===== src/rtl/eirq_pkg.sv =====
package eirq_pkg;
  localparam int EIRQ_PINS = 8;
  localparam int EIRQ_IDX_W = $clog2(EIRQ_PINS);
  typedef logic [EIRQ_PINS-1:0] pinvec_t;

  // Next register value for a byte or single-bit write, limited to implemented bits
  function automatic pinvec_t merge_write(pinvec_t old_v, pinvec_t wd, logic bit_mode,
                                          logic [EIRQ_IDX_W-1:0] idx, pinvec_t impl);
    pinvec_t nv;
    if (bit_mode) begin
      nv = old_v;
      nv[idx] = wd[0];
    end else begin
      nv = wd;
    end
    return nv & impl;
  endfunction

  // Edges that are enabled for their pin
  function automatic pinvec_t edge_hits(pinvec_t f_en, pinvec_t r_en,
                                        pinvec_t rise_ev, pinvec_t fall_ev);
    return (rise_ev & r_en) | (fall_ev & f_en);
  endfunction

  // Sticky pending update: a new hit beats a clear
  function automatic pinvec_t pend_next(pinvec_t pend, pinvec_t clr, pinvec_t hit);
    return (pend & ~clr) | hit;
  endfunction
endpackage


===== src/rtl/eirq_cfg_regs.sv =====
module eirq_cfg_regs
  import eirq_pkg::*;
#(
  parameter int ADDR_W = 6,
  parameter logic [ADDR_W-1:0] FALL_OFS = 6'h00,
  parameter logic [ADDR_W-1:0] RISE_OFS = 6'h20,
  parameter pinvec_t IMPL_MASK = '1
) (
  input  logic                  clk,
  input  logic                  rst_n,
  input  logic                  wr_en,
  input  logic [ADDR_W-1:0]     addr,
  input  logic                  bit_mode,
  input  logic [EIRQ_IDX_W-1:0] bit_idx,
  input  pinvec_t               wdata,
  output pinvec_t               rdata,
  output pinvec_t               fall_en,
  output pinvec_t               rise_en
);
  pinvec_t fall_q, rise_q;
  logic    hit_fall, hit_rise;

  assign hit_fall = (addr == FALL_OFS);
  assign hit_rise = (addr == RISE_OFS);

  always_ff @(posedge clk or negedge rst_n) begin
    if (!rst_n) begin
      fall_q <= '0;
      rise_q <= '0;
    end else if (wr_en) begin
      if (hit_fall) fall_q <= merge_write(fall_q, wdata, bit_mode, bit_idx, IMPL_MASK);
      if (hit_rise) rise_q <= merge_write(rise_q, wdata, bit_mode, bit_idx, IMPL_MASK);
    end
  end

  always_comb begin
    rdata = '0;
    if (hit_fall) rdata = fall_q;
    if (hit_rise) rdata = rise_q;
  end

  assign fall_en = fall_q;
  assign rise_en = rise_q;


  bitwr_rise_only_chk: assert property (@(posedge clk) disable iff (!rst_n)
    ($past(wr_en) && $past(bit_mode) && $past(hit_rise)) |->
      (((rise_q ^ $past(rise_q)) & ~(pinvec_t'(1) << $past(bit_idx))) == '0));


  bitwr_fall_only_chk: assert property (@(posedge clk) disable iff (!rst_n)
    ($past(wr_en) && $past(bit_mode) && $past(hit_fall)) |->
      (((fall_q ^ $past(fall_q)) & ~(pinvec_t'(1) << $past(bit_idx))) == '0));


  impl_bits_only_chk: assert property (@(posedge clk) disable iff (!rst_n)
    ((fall_q | rise_q) & ~IMPL_MASK) == '0);
endmodule


===== src/rtl/eirq_pin_sync.sv =====
module eirq_pin_sync
  import eirq_pkg::*;
(
  input  logic    clk,
  input  logic    rst_n,
  input  pinvec_t pin_async,
  output pinvec_t rise_ev,
  output pinvec_t fall_ev
);
  pinvec_t s1_q, s2_q, prev_q;

  for (genvar g = 0; g < EIRQ_PINS; g++) begin : g_pin
    always_ff @(posedge clk or negedge rst_n) begin
      if (!rst_n) begin
        s1_q[g]   <= 1'b0;
        s2_q[g]   <= 1'b0;
        prev_q[g] <= 1'b0;
      end else begin
        s1_q[g]   <= pin_async[g];
        s2_q[g]   <= s1_q[g];
        prev_q[g] <= s2_q[g];
      end
    end
    assign rise_ev[g] = s2_q[g] & ~prev_q[g];
    assign fall_ev[g] = ~s2_q[g] & prev_q[g];
  end


  rise_fall_excl_chk: assert property (@(posedge clk) disable iff (!rst_n)
    (rise_ev & fall_ev) == '0);


  edge_follows_input_chk: assert property (@(posedge clk) disable iff (!rst_n)
    (rise_ev & ~$past(s1_q)) == '0);
endmodule


===== src/rtl/eirq_pend.sv =====
module eirq_pend
  import eirq_pkg::*;
#(
  parameter pinvec_t IMPL_MASK = '1
) (
  input  logic    clk,
  input  logic    rst_n,
  input  pinvec_t fall_en,
  input  pinvec_t rise_en,
  input  pinvec_t rise_ev,
  input  pinvec_t fall_ev,
  input  pinvec_t clr,
  output pinvec_t pend
);
  pinvec_t hit, pend_q;

  assign hit = edge_hits(fall_en, rise_en, rise_ev, fall_ev) & IMPL_MASK;

  always_ff @(posedge clk or negedge rst_n) begin
    if (!rst_n) pend_q <= '0;
    else        pend_q <= pend_next(pend_q, clr, hit);
  end

  assign pend = pend_q;


  sticky_pend_chk: assert property (@(posedge clk) disable iff (!rst_n)
    (($past(pend_q) & ~$past(clr) & ~pend_q) == '0));


  edge_beats_clr_chk: assert property (@(posedge clk) disable iff (!rst_n)
    ((pend_q & $past(hit)) == $past(hit)));


  pend_needs_enable_chk: assert property (@(posedge clk) disable iff (!rst_n)
    ((pend_q & ~$past(pend_q) & ~($past(rise_en) | $past(fall_en))) == '0));
endmodule


===== src/rtl/eirq_edge_detector.sv =====
module eirq_edge_detector
  import eirq_pkg::*;
#(
  parameter int ADDR_W = 6,
  parameter logic [ADDR_W-1:0] FALL_OFS = 6'h00,
  parameter logic [ADDR_W-1:0] RISE_OFS = 6'h20,
  parameter bit HAS_PIN1 = 1'b1
) (
  input  logic                       clk,
  input  logic                       rst_n,
  input  logic                       bus_wr_en,
  input  logic [ADDR_W-1:0]          bus_addr,
  input  logic                       bus_bit_mode,
  input  logic [EIRQ_IDX_W-1:0]      bus_bit_idx,
  input  logic [EIRQ_PINS-1:0]       bus_wdata,
  output logic [EIRQ_PINS-1:0]       bus_rdata,
  input  logic [EIRQ_PINS-1:0]       pin_in,
  input  logic [EIRQ_PINS-1:0]       pend_clr,
  output logic [EIRQ_PINS-1:0]       irq_pend
);
  localparam pinvec_t IMPL_MASK = HAS_PIN1 ? '1 : ~(pinvec_t'(1) << 1);

  pinvec_t fall_en, rise_en, rise_ev, fall_ev;

  eirq_cfg_regs #(
    .ADDR_W(ADDR_W), .FALL_OFS(FALL_OFS), .RISE_OFS(RISE_OFS), .IMPL_MASK(IMPL_MASK)
  ) u_regs (
    .clk(clk), .rst_n(rst_n), .wr_en(bus_wr_en), .addr(bus_addr),
    .bit_mode(bus_bit_mode), .bit_idx(bus_bit_idx), .wdata(bus_wdata),
    .rdata(bus_rdata), .fall_en(fall_en), .rise_en(rise_en)
  );

  eirq_pin_sync u_sync (
    .clk(clk), .rst_n(rst_n), .pin_async(pin_in),
    .rise_ev(rise_ev), .fall_ev(fall_ev)
  );

  eirq_pend #(.IMPL_MASK(IMPL_MASK)) u_pend (
    .clk(clk), .rst_n(rst_n), .fall_en(fall_en), .rise_en(rise_en),
    .rise_ev(rise_ev), .fall_ev(fall_ev), .clr(pend_clr), .pend(irq_pend)
  );


  absent_pin_quiet_chk: assert property (@(posedge clk) disable iff (!rst_n)
    ((irq_pend & ~IMPL_MASK) == '0));
endmodule


===== config.mk =====
export PLATFORM = sky130hd
export DESIGN_NAME = eirq_edge_detector
export DESIGN_NICKNAME = d
export VERILOG_FILES = /design/src/rtl/eirq_pkg.sv /design/src/rtl/eirq_cfg_regs.sv /design/src/rtl/eirq_pin_sync.sv /design/src/rtl/eirq_pend.sv /design/src/rtl/eirq_edge_detector.sv
export SDC_FILE = /design/constraint.sdc
export NUM_CORES = 1
export LEC_CHECK = 0
export BUFFER_PORTS_ARGS = -buffer_cell sky130_fd_sc_hd__buf_2
export CORE_AREA = 2 2 68 70
export CTS_CLUSTER_DIAMETER = 120
export DETAILED_ROUTE_END_ITERATION = 10
export DIE_AREA = 0 0 70 72
export PLACE_DENSITY_LB_ADDON = 0.25
export SLEW_MARGIN = 5
export SYNTH_ARGS = -nofsm -noshare
export SYNTH_HDL_FRONTEND = slang
export SYNTH_SLANG_ARGS = --single-unit

===== constraint.sdc =====
create_clock -name clk -period 2.7 [get_ports clk]
set_clock_uncertainty 0.2 [all_clocks]
set_input_delay 0.54 -clock clk [delete_from_list [all_inputs] [get_ports clk]]
set_output_delay 0.54 -clock clk [all_outputs]
set_load 0.005 [all_outputs]

==> impl_metrics.yaml, run 1 <==
run:
  cap_violations: 0
final_layout:
  fin_nets: 258
  drive_above_1_share_pct: 40.7
  diodes: 0
  fin_util_pct: 59.2
  area_delta_synth_final_pct: 17.9
yosys:
  synthAdderAreaFrac_pct: 0
  synth_xor_area_share_pct: 0
  synth_warnings: 0
  synth_compound_area_share_pct: 12.4
  synth_top_family_by_area: "simple AND/OR/NAND/NOR gates"
  synth.most_common_cell: "dfrtp_1"
  synthFlopType: "dfrtp_1"
  synth_top_area_share_pct: 56.1
  yosys-top-cells-area: "dfrtp_1 56%, mux2_2 8.4%, mux2i_1 4.2%"
  synthCells: 171
  muxShareOfSynthArea_pct: 12.6
  synth_edf_count: 0
  ys_ff_latch: 48
  syn-cell-area_mm2: 0.00214
  yosysTopAreaCell: "dfrtp_1"
  synthDistinctLibCells: 26
  ys_seq_area_share_pct: 56.1
  syn_nets: 208
  synthSimpleGateAreaFrac_pct: 15.8
  ys_top_cells_by_count: "48 x dfrtp_1, 16 x mux2_2, 11 x nand3b_1"
  syn_area_per_cell_um2: 12.5
  synthArstFlopShare_pct: 100
sta:
  max_freq_mhz: 381
  worst_slew_margin_rel_pct: 64.6
  final.min_clock_period_ns: 2.62
  setup_violations: 0
  tightestPinTransition_ns: 0.531
  drv_slew: 0
  tns_ns: 0
  holdWs_ns: 0.138
  rsz0062_at_grt: "false"
  hold_violations: 0
  min_period_over_period_pct: 97.1
critical_path:
  worstSetupPathType: "input pin to primary output"
  end_kind: "primary output"
  critPathArrivalTime_ns: 1.88
  crit_required_ns: 1.96
  critPathLaunchType: "input pin"
  cp_max_fo: 8
routing:
  drtPass1Iterations: 4
  vias: 1542
  wirelength_mm: 4.54
  wl_per_cell_um: 16.6
  drc: 0
  drtIter0Drc: 58
  ant_nets: 0
  vias_per_cell: 5.65
global_routing:
  grt_max_degree: 30
  grt_pass1_vias: 1580
  gr-total-overflow: 0
  grt_pass1_wl_mm: 7.76
  grt_antenna_before_repair: 0
  grt_usage_pct: 19.8
min_path:
  min_path_type: "input pin to flop"
clock_tree:
  h-tree-depth: 2
  clk_pin_slew_ns: 0.08
  cts_sinks: 48
  cts_tree: "done"
  clkLatencyLatePin_ns: 0.30
  cts_buffer_depth: 2
  numCtsBuffers: 5
  cts-root-buf: "clkbuf_8"
floorplanning:
  die-area_mm2: 0.00504
  dieWidth_um: 70
  top_level_ports: 53
  core_mm2: 0.00426
  die_y_um: 72
  rows: 24
  start_util_pct: 50.2
power_and_ir_drop:
  cellPowerDensity_mw_per_mm2: 547
  ir_drop_mv: 0.382
  total_power_uw: 1380
  leakagePower_uw: 0.00117
placement:
  place.gp.congestion: 0.766
  io_buffer_count: 52
  dp_hpwl_mm: 3.15
run_status:
  outcome: "finished clean"
-- power breakdown --
part	switching, uW	internal (uW)
logic	73.3	68.0
clock network	225	228
registers	25.9	760
total	325	1060
-- state kept, by name, indices dropped and copies added, names as in the netlist --
name	flops
u_pend.pend	8
u_sync.s1_q	8
u_sync.prev_q	8
u_sync.s2_q	8
u_regs.fall_en	8
u_regs.rise_en	8
-- cell families (layout without fill, tap and decap cells) --
kind of cell           Yosys count  count (layout)
AOI/OAI and AO/OA               29              29
and+or+nand+nor                 56              56
muxes                           25              25
DFF                             48              48
buffers and inverters           13              63
-- layout by cell type (no fill, tap or decap), drive strengths merged, types with 2 or more instances in the layout --
| cell type | instances |
|---|---|
| a211oi | 14 |
| a31o | 2 |
| a41o | 4 |
| buf | 54 |
| clkbuf | 7 |
| dfrtp | 48 |
| mux2 | 16 |
| mux2i | 9 |
| nand2 | 8 |
| nand2b | 8 |
| nand3b | 11 |
| nor2 | 9 |
| nor2b | 9 |
| nor3 | 2 |
| o211ai | 8 |
| or3 | 2 |
| or3b | 3 |
-- through the flow --
stage	setup WS [ns]	cell area, um^2	instances
floorplan	0.291	2140	171
finish	0.0773	2530	273
detailed placement	0.0638	2420	265
global route	0.00180	2530	273
CTS	0.0577	2530	273
global placement	0.142	2420	265
-- layout make-up --
class / instances / area, um^2
Clock buffer: 7 / 96.3
Fill cell: 370 / 1740
Inverter: 1 / 3.75
Multi-Input combinational cell: 110 / 875
Sequential cell: 48 / 1200
Tap cell: 52 / 65.1
Timing Repair Buffer: 55 / 285
-- per-layer routing --
layer | global-route usage [%] | wire length (um) | vias up
li1 | - | - | 720
met3 | 4.17 | 252 | 16
met2 | 32.8 | 2250 | 57
met1 | 24.8 | 1900 | 749
met4 | 10.0 | 137 | 0
met5 | 0 | 0 | -
-- worst max-delay path, cell delays in order --
cell    delay, ns
buf_2        0.09
or3_1        0.40
or3_1        0.52
nor2_1       0.19
buf_2        0.13
-- final timing paths --
| path | slack (ns) | depth (start not counted) | from | end |
|---|---|---|---|---|
| hold reg to reg | 0.15 | 0 | u_sync.s1_q[0] | u_sync.s2_q[0] |
| setup / recovery | 0.08 | 5 | bus_addr[3] | bus_rdata[0] |
| max in group asynchronous | 1.06 | 3 | rst_n | u_regs.rise_en[3] |
| setup reg to reg | 1.68 | 2 | u_sync.s2_q[1] | u_pend.pend[1] |
| hold / removal | 0.14 | 1 | pin_in[7] | u_sync.s1_q[7] |
| min in group asynchronous | 0.51 | 2 | rst_n | u_sync.s1_q[7] |
-- what timing repair did --
action	in CTS	in global routing
endpoints found under the hold margin	19	0
setup buffers	0	0
resized for setup	0	0
hold buffers	1	0
No activity file was read; power rests on OpenSTA's default activity.
==> run 2: changes to the inputs <==
- CORE_AREA: 2 2 68 70 -> 2 2 66 68
- CTS_BUF_LIST: unset -> sky130_fd_sc_hd__clkbuf_8
- DIE_AREA: 0 0 70 72 -> 0 0 68 70
==> run 2 against run 1 <==
Effect of this change: critical path type unchanged; clock power decreased by 16%; combinational power about the same; first-iteration DRC count grew 10%; critical path depth did not move.
==> impl_metrics.yaml, run 2 (synthesis results as in run 1) <==
final_layout:
  fin_nets: 257
  final_common_cell: "buf_2"
  final_cell_mix: "52 x buf_2, 48 x dfrtp_1, 16 x mux2_2, 11 x nand3b_1"
  n_fill_cell: 363
  fin_area_mm2: 0.00250
  diodes: 0
  area_delta_synth_final_pct: 16.6
  drive_above_1_share_pct: 40.5
  instances_no_fill: 272
critical_path:
  cpPeakStageDelay_ns: 0.51
  r2r_setup_slack_ns: 1.71
  cpMaxStageDelayCell: "or3_1"
  worstSetupPathType: "input pin to primary output"
  end_kind: "primary output"
  critPathLaunchType: "input pin"
  cp_max_fo: 8
  crit_required_ns: 1.96
  crit_chain: "buf_2 > or3_1 > or3_1 > nor2_1 > buf_2"
  critPathArrivalTime_ns: 1.83
floorplanning:
  rows: 24
  die_y_um: 70
  start_util_pct: 51.7
  dieWidth_um: 68
  top_level_ports: 53
  core_mm2: 0.00414
  die-area_mm2: 0.00476
sta:
  tns_ns: 0
  hold_violations: 0
  max_freq_mhz: 389
  tightestPinTransition_ns: 1.03
  drv_slew: 0
  min_period_over_period_pct: 95.2
  worst_slew_margin_rel_pct: 31.3
  fin_ws_ns: 0.129
  final.min_clock_period_ns: 2.57
  setup_violations: 0
  rsz0062_at_grt: "false"
global_routing:
  grt_pass1_wl_mm: 6.96
  grt_antenna_before_repair: 0
  busiest_layer: "met2"
  grt_util_met2_pct: 33.0
  gr-total-overflow: 0
  grt_use_met1_pct: 24.1
  grt_pass1_vias: 1538
  grt_usage_pct: 19.5
  met3_usage_pct: 5.15
  grt_max_degree: 49
clock_tree:
  clk_pin_slew_ns: 0.08
  post-cts-setup-buffers: 0
  cts_buffer_depth: 2
  hold_buffers: 0
  numCtsBuffers: 5
  post_cts_resized: 0
  cts_tree: "done"
  h-tree-depth: 2
  cts-root-buf: "clkbuf_8"
  cts_sinks: 48
  clkLatencyLatePin_ns: 0.29
routing:
  wl_per_cell_um: 15.4
  ant_nets: 0
  drtIter0Drc: 64
  wirelength_mm: 4.20
  drc: 0
  drtPass1Iterations: 4
  vias: 1485
  vias_per_cell: 5.46
placement:
  io_buffer_count: 52
  place_area_mm2: 0.00242
  pre_cts_ws_ns: 0.0913
  dp_hpwl_mm: 3.02
  place.gp.congestion: 0.743
  post-place-cells: 265
power_and_ir_drop:
  cellPowerDensity_mw_per_mm2: 524
  total_power_uw: 1310
  ir_drop_mv: 0.272
  leakagePower_uw: 0.00116
run:
  cap_violations: 0
min_path:
  min_path_type: "input pin to flop"
run_status:
  outcome: "finished clean"
[run 2: area by class of cell]
type,count,area [um^2],share of cell area [%]
Multi-Input combinational cell,110,875,35.0
Clock buffer,5,68.8,2.76
Tap cell,52,65.1,2.61
Clock inverter,2,8.76,0.351
Inverter,1,3.75,0.150
Sequential cell,48,1200,48.1
Timing Repair Buffer,54,275,11.0
[run 2: stage by stage]
| step | hold slack (ns) | util, % |
|---|---|---|
| finish | 0.150 | 60.3 |
| global route | 0.133 | 60.3 |
| CTS | 0.141 | 60.3 |
| detailed placement | 0.136 | 58.4 |
| global placement | 0.132 | 58.4 |
| floorplan | 0.0444 | - |
[run 2: final timing paths]
path	from	end	depth (start not counted)
setup / recovery	bus_addr[3]	bus_rdata[4]	5
hold / removal	pin_in[5]	u_sync.s1_q[5]	1
setup reg to reg	u_regs.rise_en[3]	u_regs.rise_en[3]	1
hold reg to reg	u_sync.s1_q[0]	u_sync.s2_q[0]	0
max in group asynchronous	rst_n	u_sync.s2_q[6]	1
min in group asynchronous	rst_n	u_regs.fall_en[1]	1
[run 2: metal layers]
| layer | vias to the layer above | wire, um | share of wire (%) |
|---|---|---|---|
| li1 | 714 | - | - |
| met1 | 732 | 1800 | 43 |
| met2 | 34 | 2140 | 51 |
| met3 | 5 | 219 | 5.2 |
| met4 | 0 | 36 | 0.86 |
| met5 | - | 0 | 0 |
[run 2: critical path, delay by kind of cell]
| family | cells | cell delay (ns) |
|---|---|---|
| and+or+nand+nor | 3 | 1.07 |
| buffers and inverters | 2 | 0.22 |
[run 2: where the power goes]
part           total, uW  switching (uW)  internal (uW)
Combinational        138            71.4           67.1
Clock                383             211            172
Sequential           786            25.5            760
Total               1310             307           1000
==> run 3: changes to the inputs <==
- CORE_AREA: 2 2 66 68 -> 2 2 75 77
- DIE_AREA: 0 0 68 70 -> 0 0 77 79
- RECOVER_POWER: unset -> 50
==> run 3 against run 2 <==
Effect of this change: via count increased by 1.3%; critical path type unchanged; clock-buffer cell count unchanged; fmax increased by 2.5%; sequential cell count unchanged; total power increased by 9.1%; hold slack got worse by 0.012 ns; cell area increased by 3.0%; die area increased by 28%; utilization decreased by 12 points; cell count increased by 8.8%; sequential share of layout area decreased by 1.4 points; largest cell class unchanged; wire length decreased by 1.5%.
==> impl_metrics.yaml, run 3 (synthesis results as in run 1) <==
run_status:
  outcome: "finished clean"
sta:
  tns_ns: 0
  min_period_over_period_pct: 92.9
  hold_violations: 0
  worst_slew_margin_rel_pct: 24.8
  max_freq_mhz: 399
  final.min_clock_period_ns: 2.51
  drv_slew: 0
  tightestPinTransition_ns: 1.13
  setup_violations: 0
  rsz0062_at_grt: "false"
routing:
  vias: 1505
  ant_nets: 0
  vias_per_cell: 5.08
  drtPass1Iterations: 4
  wirelength_mm: 4.13
  drtIter0Drc: 99
  drc: 0
  wl_per_cell_um: 14.0
clock_tree:
  post-cts-setup-buffers: 0
  post_cts_resized: 0
  cts_tree: "done"
  cts-root-buf: "clkbuf_8"
  hold_buffers: 0
  clk_pin_slew_ns: 0.09
  numCtsBuffers: 5
  cts_buffer_depth: 2
  clkLatencyLatePin_ns: 0.30
  h-tree-depth: 2
  cts_sinks: 48
floorplanning:
  die-area_mm2: 0.00608
  rows: 27
  die_y_um: 79
  core_mm2: 0.00534
  dieWidth_um: 77
  start_util_pct: 40.1
  top_level_ports: 53
placement:
  io_buffer_count: 52
  place.gp.congestion: 0.744
  dp_hpwl_mm: 2.89
  post-place-cells: 288
run:
  cap_violations: 0
final_layout:
  regArea_mm2: 0.00120
  drive_above_1_share_pct: 41.5
  final_cell_mix: "52 x buf_2, 48 x dfrtp_1, 16 x mux2_2, 11 x nand3b_1"
  instances_no_fill: 296
  diodes: 0
  area_delta_synth_final_pct: 20.1
  n_fill_cell: 518
  final_common_cell: "buf_2"
  multi_input_area_um2: 875
  fin_nets: 260
critical_path:
  critPathLaunchType: "input pin"
  crit_chain: "buf_2 > or3_1 > or3_1 > buf_4 > nor2_1 > buf_2"
  crit_required_ns: 1.96
  cpPeakStageDelay_ns: 0.38
  cp_max_fo: 8
  cpMaxStageDelayCell: "or3_1"
  r2r-start: "u_regs.rise_en[2]"
  end_kind: "primary output"
  cp_num_buf_inv: 3
  r2r-end: "u_regs.rise_en[2]"
  crit_family: "simple AND/OR/NAND/NOR gates"
  r2r_setup_slack_ns: 1.72
  reg2reg_depth: 1
  worstSetupPathType: "input pin to primary output"
  critPathArrivalTime_ns: 1.77
power_and_ir_drop:
  p_comb_share_pct: 9.8
  intPower_uw: 1100
  cellPowerDensity_mw_per_mm2: 554
  ir_drop_mv: 0.342
  pwr-share-seq_pct: 55.0
  swShare_pct: 22.9
  leakagePower_uw: 0.00118
  total_power_uw: 1430
  p_clk_share_pct: 35.2
  switchingPower_uw: 326
min_path:
  min_path_type: "input pin to flop"
  hp-start: "pin_in[0]"
  hold_depth: 1
  holdPathEnd: "u_sync.s1_q[0]"
global_routing:
  grt_pass1_vias: 1471
  gr-total-overflow: 0
  grt_max_degree: 49
  grt_pass1_wl_mm: 6.91
  grt_usage_pct: 14.8
  grt_antenna_before_repair: 0
==> run 3: how the worst max path moves through the flow <==
stage	cells after the start	to	start
4_1_cts	6	bus_rdata[6]	bus_addr[3]
3_3_place_gp	6	bus_rdata[3]	bus_addr[3]
2_1_floorplan	5	bus_rdata[0]	bus_addr[3]
5_1_grt	6	bus_rdata[0]	bus_addr[3]
6_report	6	bus_rdata[6]	bus_addr[3]
3_5_place_dp	6	bus_rdata[6]	bus_addr[3]
==> run 3: per-layer routing <==
layer | GRT usage [%] | part of all wire (%) | routed length [um] | vias up
met5 | 0 | 0 | 0 | -
met4 | 7.32 | 2.2 | 91 | 0
met3 | 3.52 | 4.2 | 175 | 9
met2 | 21.1 | 44 | 1800 | 39
met1 | 21.0 | 50 | 2060 | 734
li1 | - | - | - | 723
==> run 3: cell type report <==
type | count | area share, %
clock inverters | 3 | 1.51
flip-flops and latches | 48 | 46.7
inverters | 1 | 0.146
well taps | 72 | 3.50
clock buffers | 5 | 2.68
repair buffers | 57 | 11.5
multi-input cells | 110 | 34.0
==> run 3: metrics by stage <==
stage          setup slack [ns]  hold WS, ns  utilization [%]  instance area (um^2)
2_1_floorplan             0.291       0.0444                -                  2140
3_3_place_gp              0.242        0.133             46.5                  2480
3_5_place_dp              0.199        0.136             46.5                  2480
4_1_cts                   0.191       0.0109             48.5                  2590
5_1_grt                   0.116        0.124             48.2                  2570
6_report                  0.192        0.138             48.2                  2570
==> run 3: power by group through the flow <==
stage | Sequential, uW | Combinational (uW) | Clock [uW]
4_1_cts | 785 | 146 | 520
2_1_floorplan | 794 | 78.3 | 0
3_5_place_dp | 799 | 145 | 0
3_3_place_gp | 798 | 144 | 0
5_1_grt | 791 | 157 | 553
6_report | 784 | 140 | 502
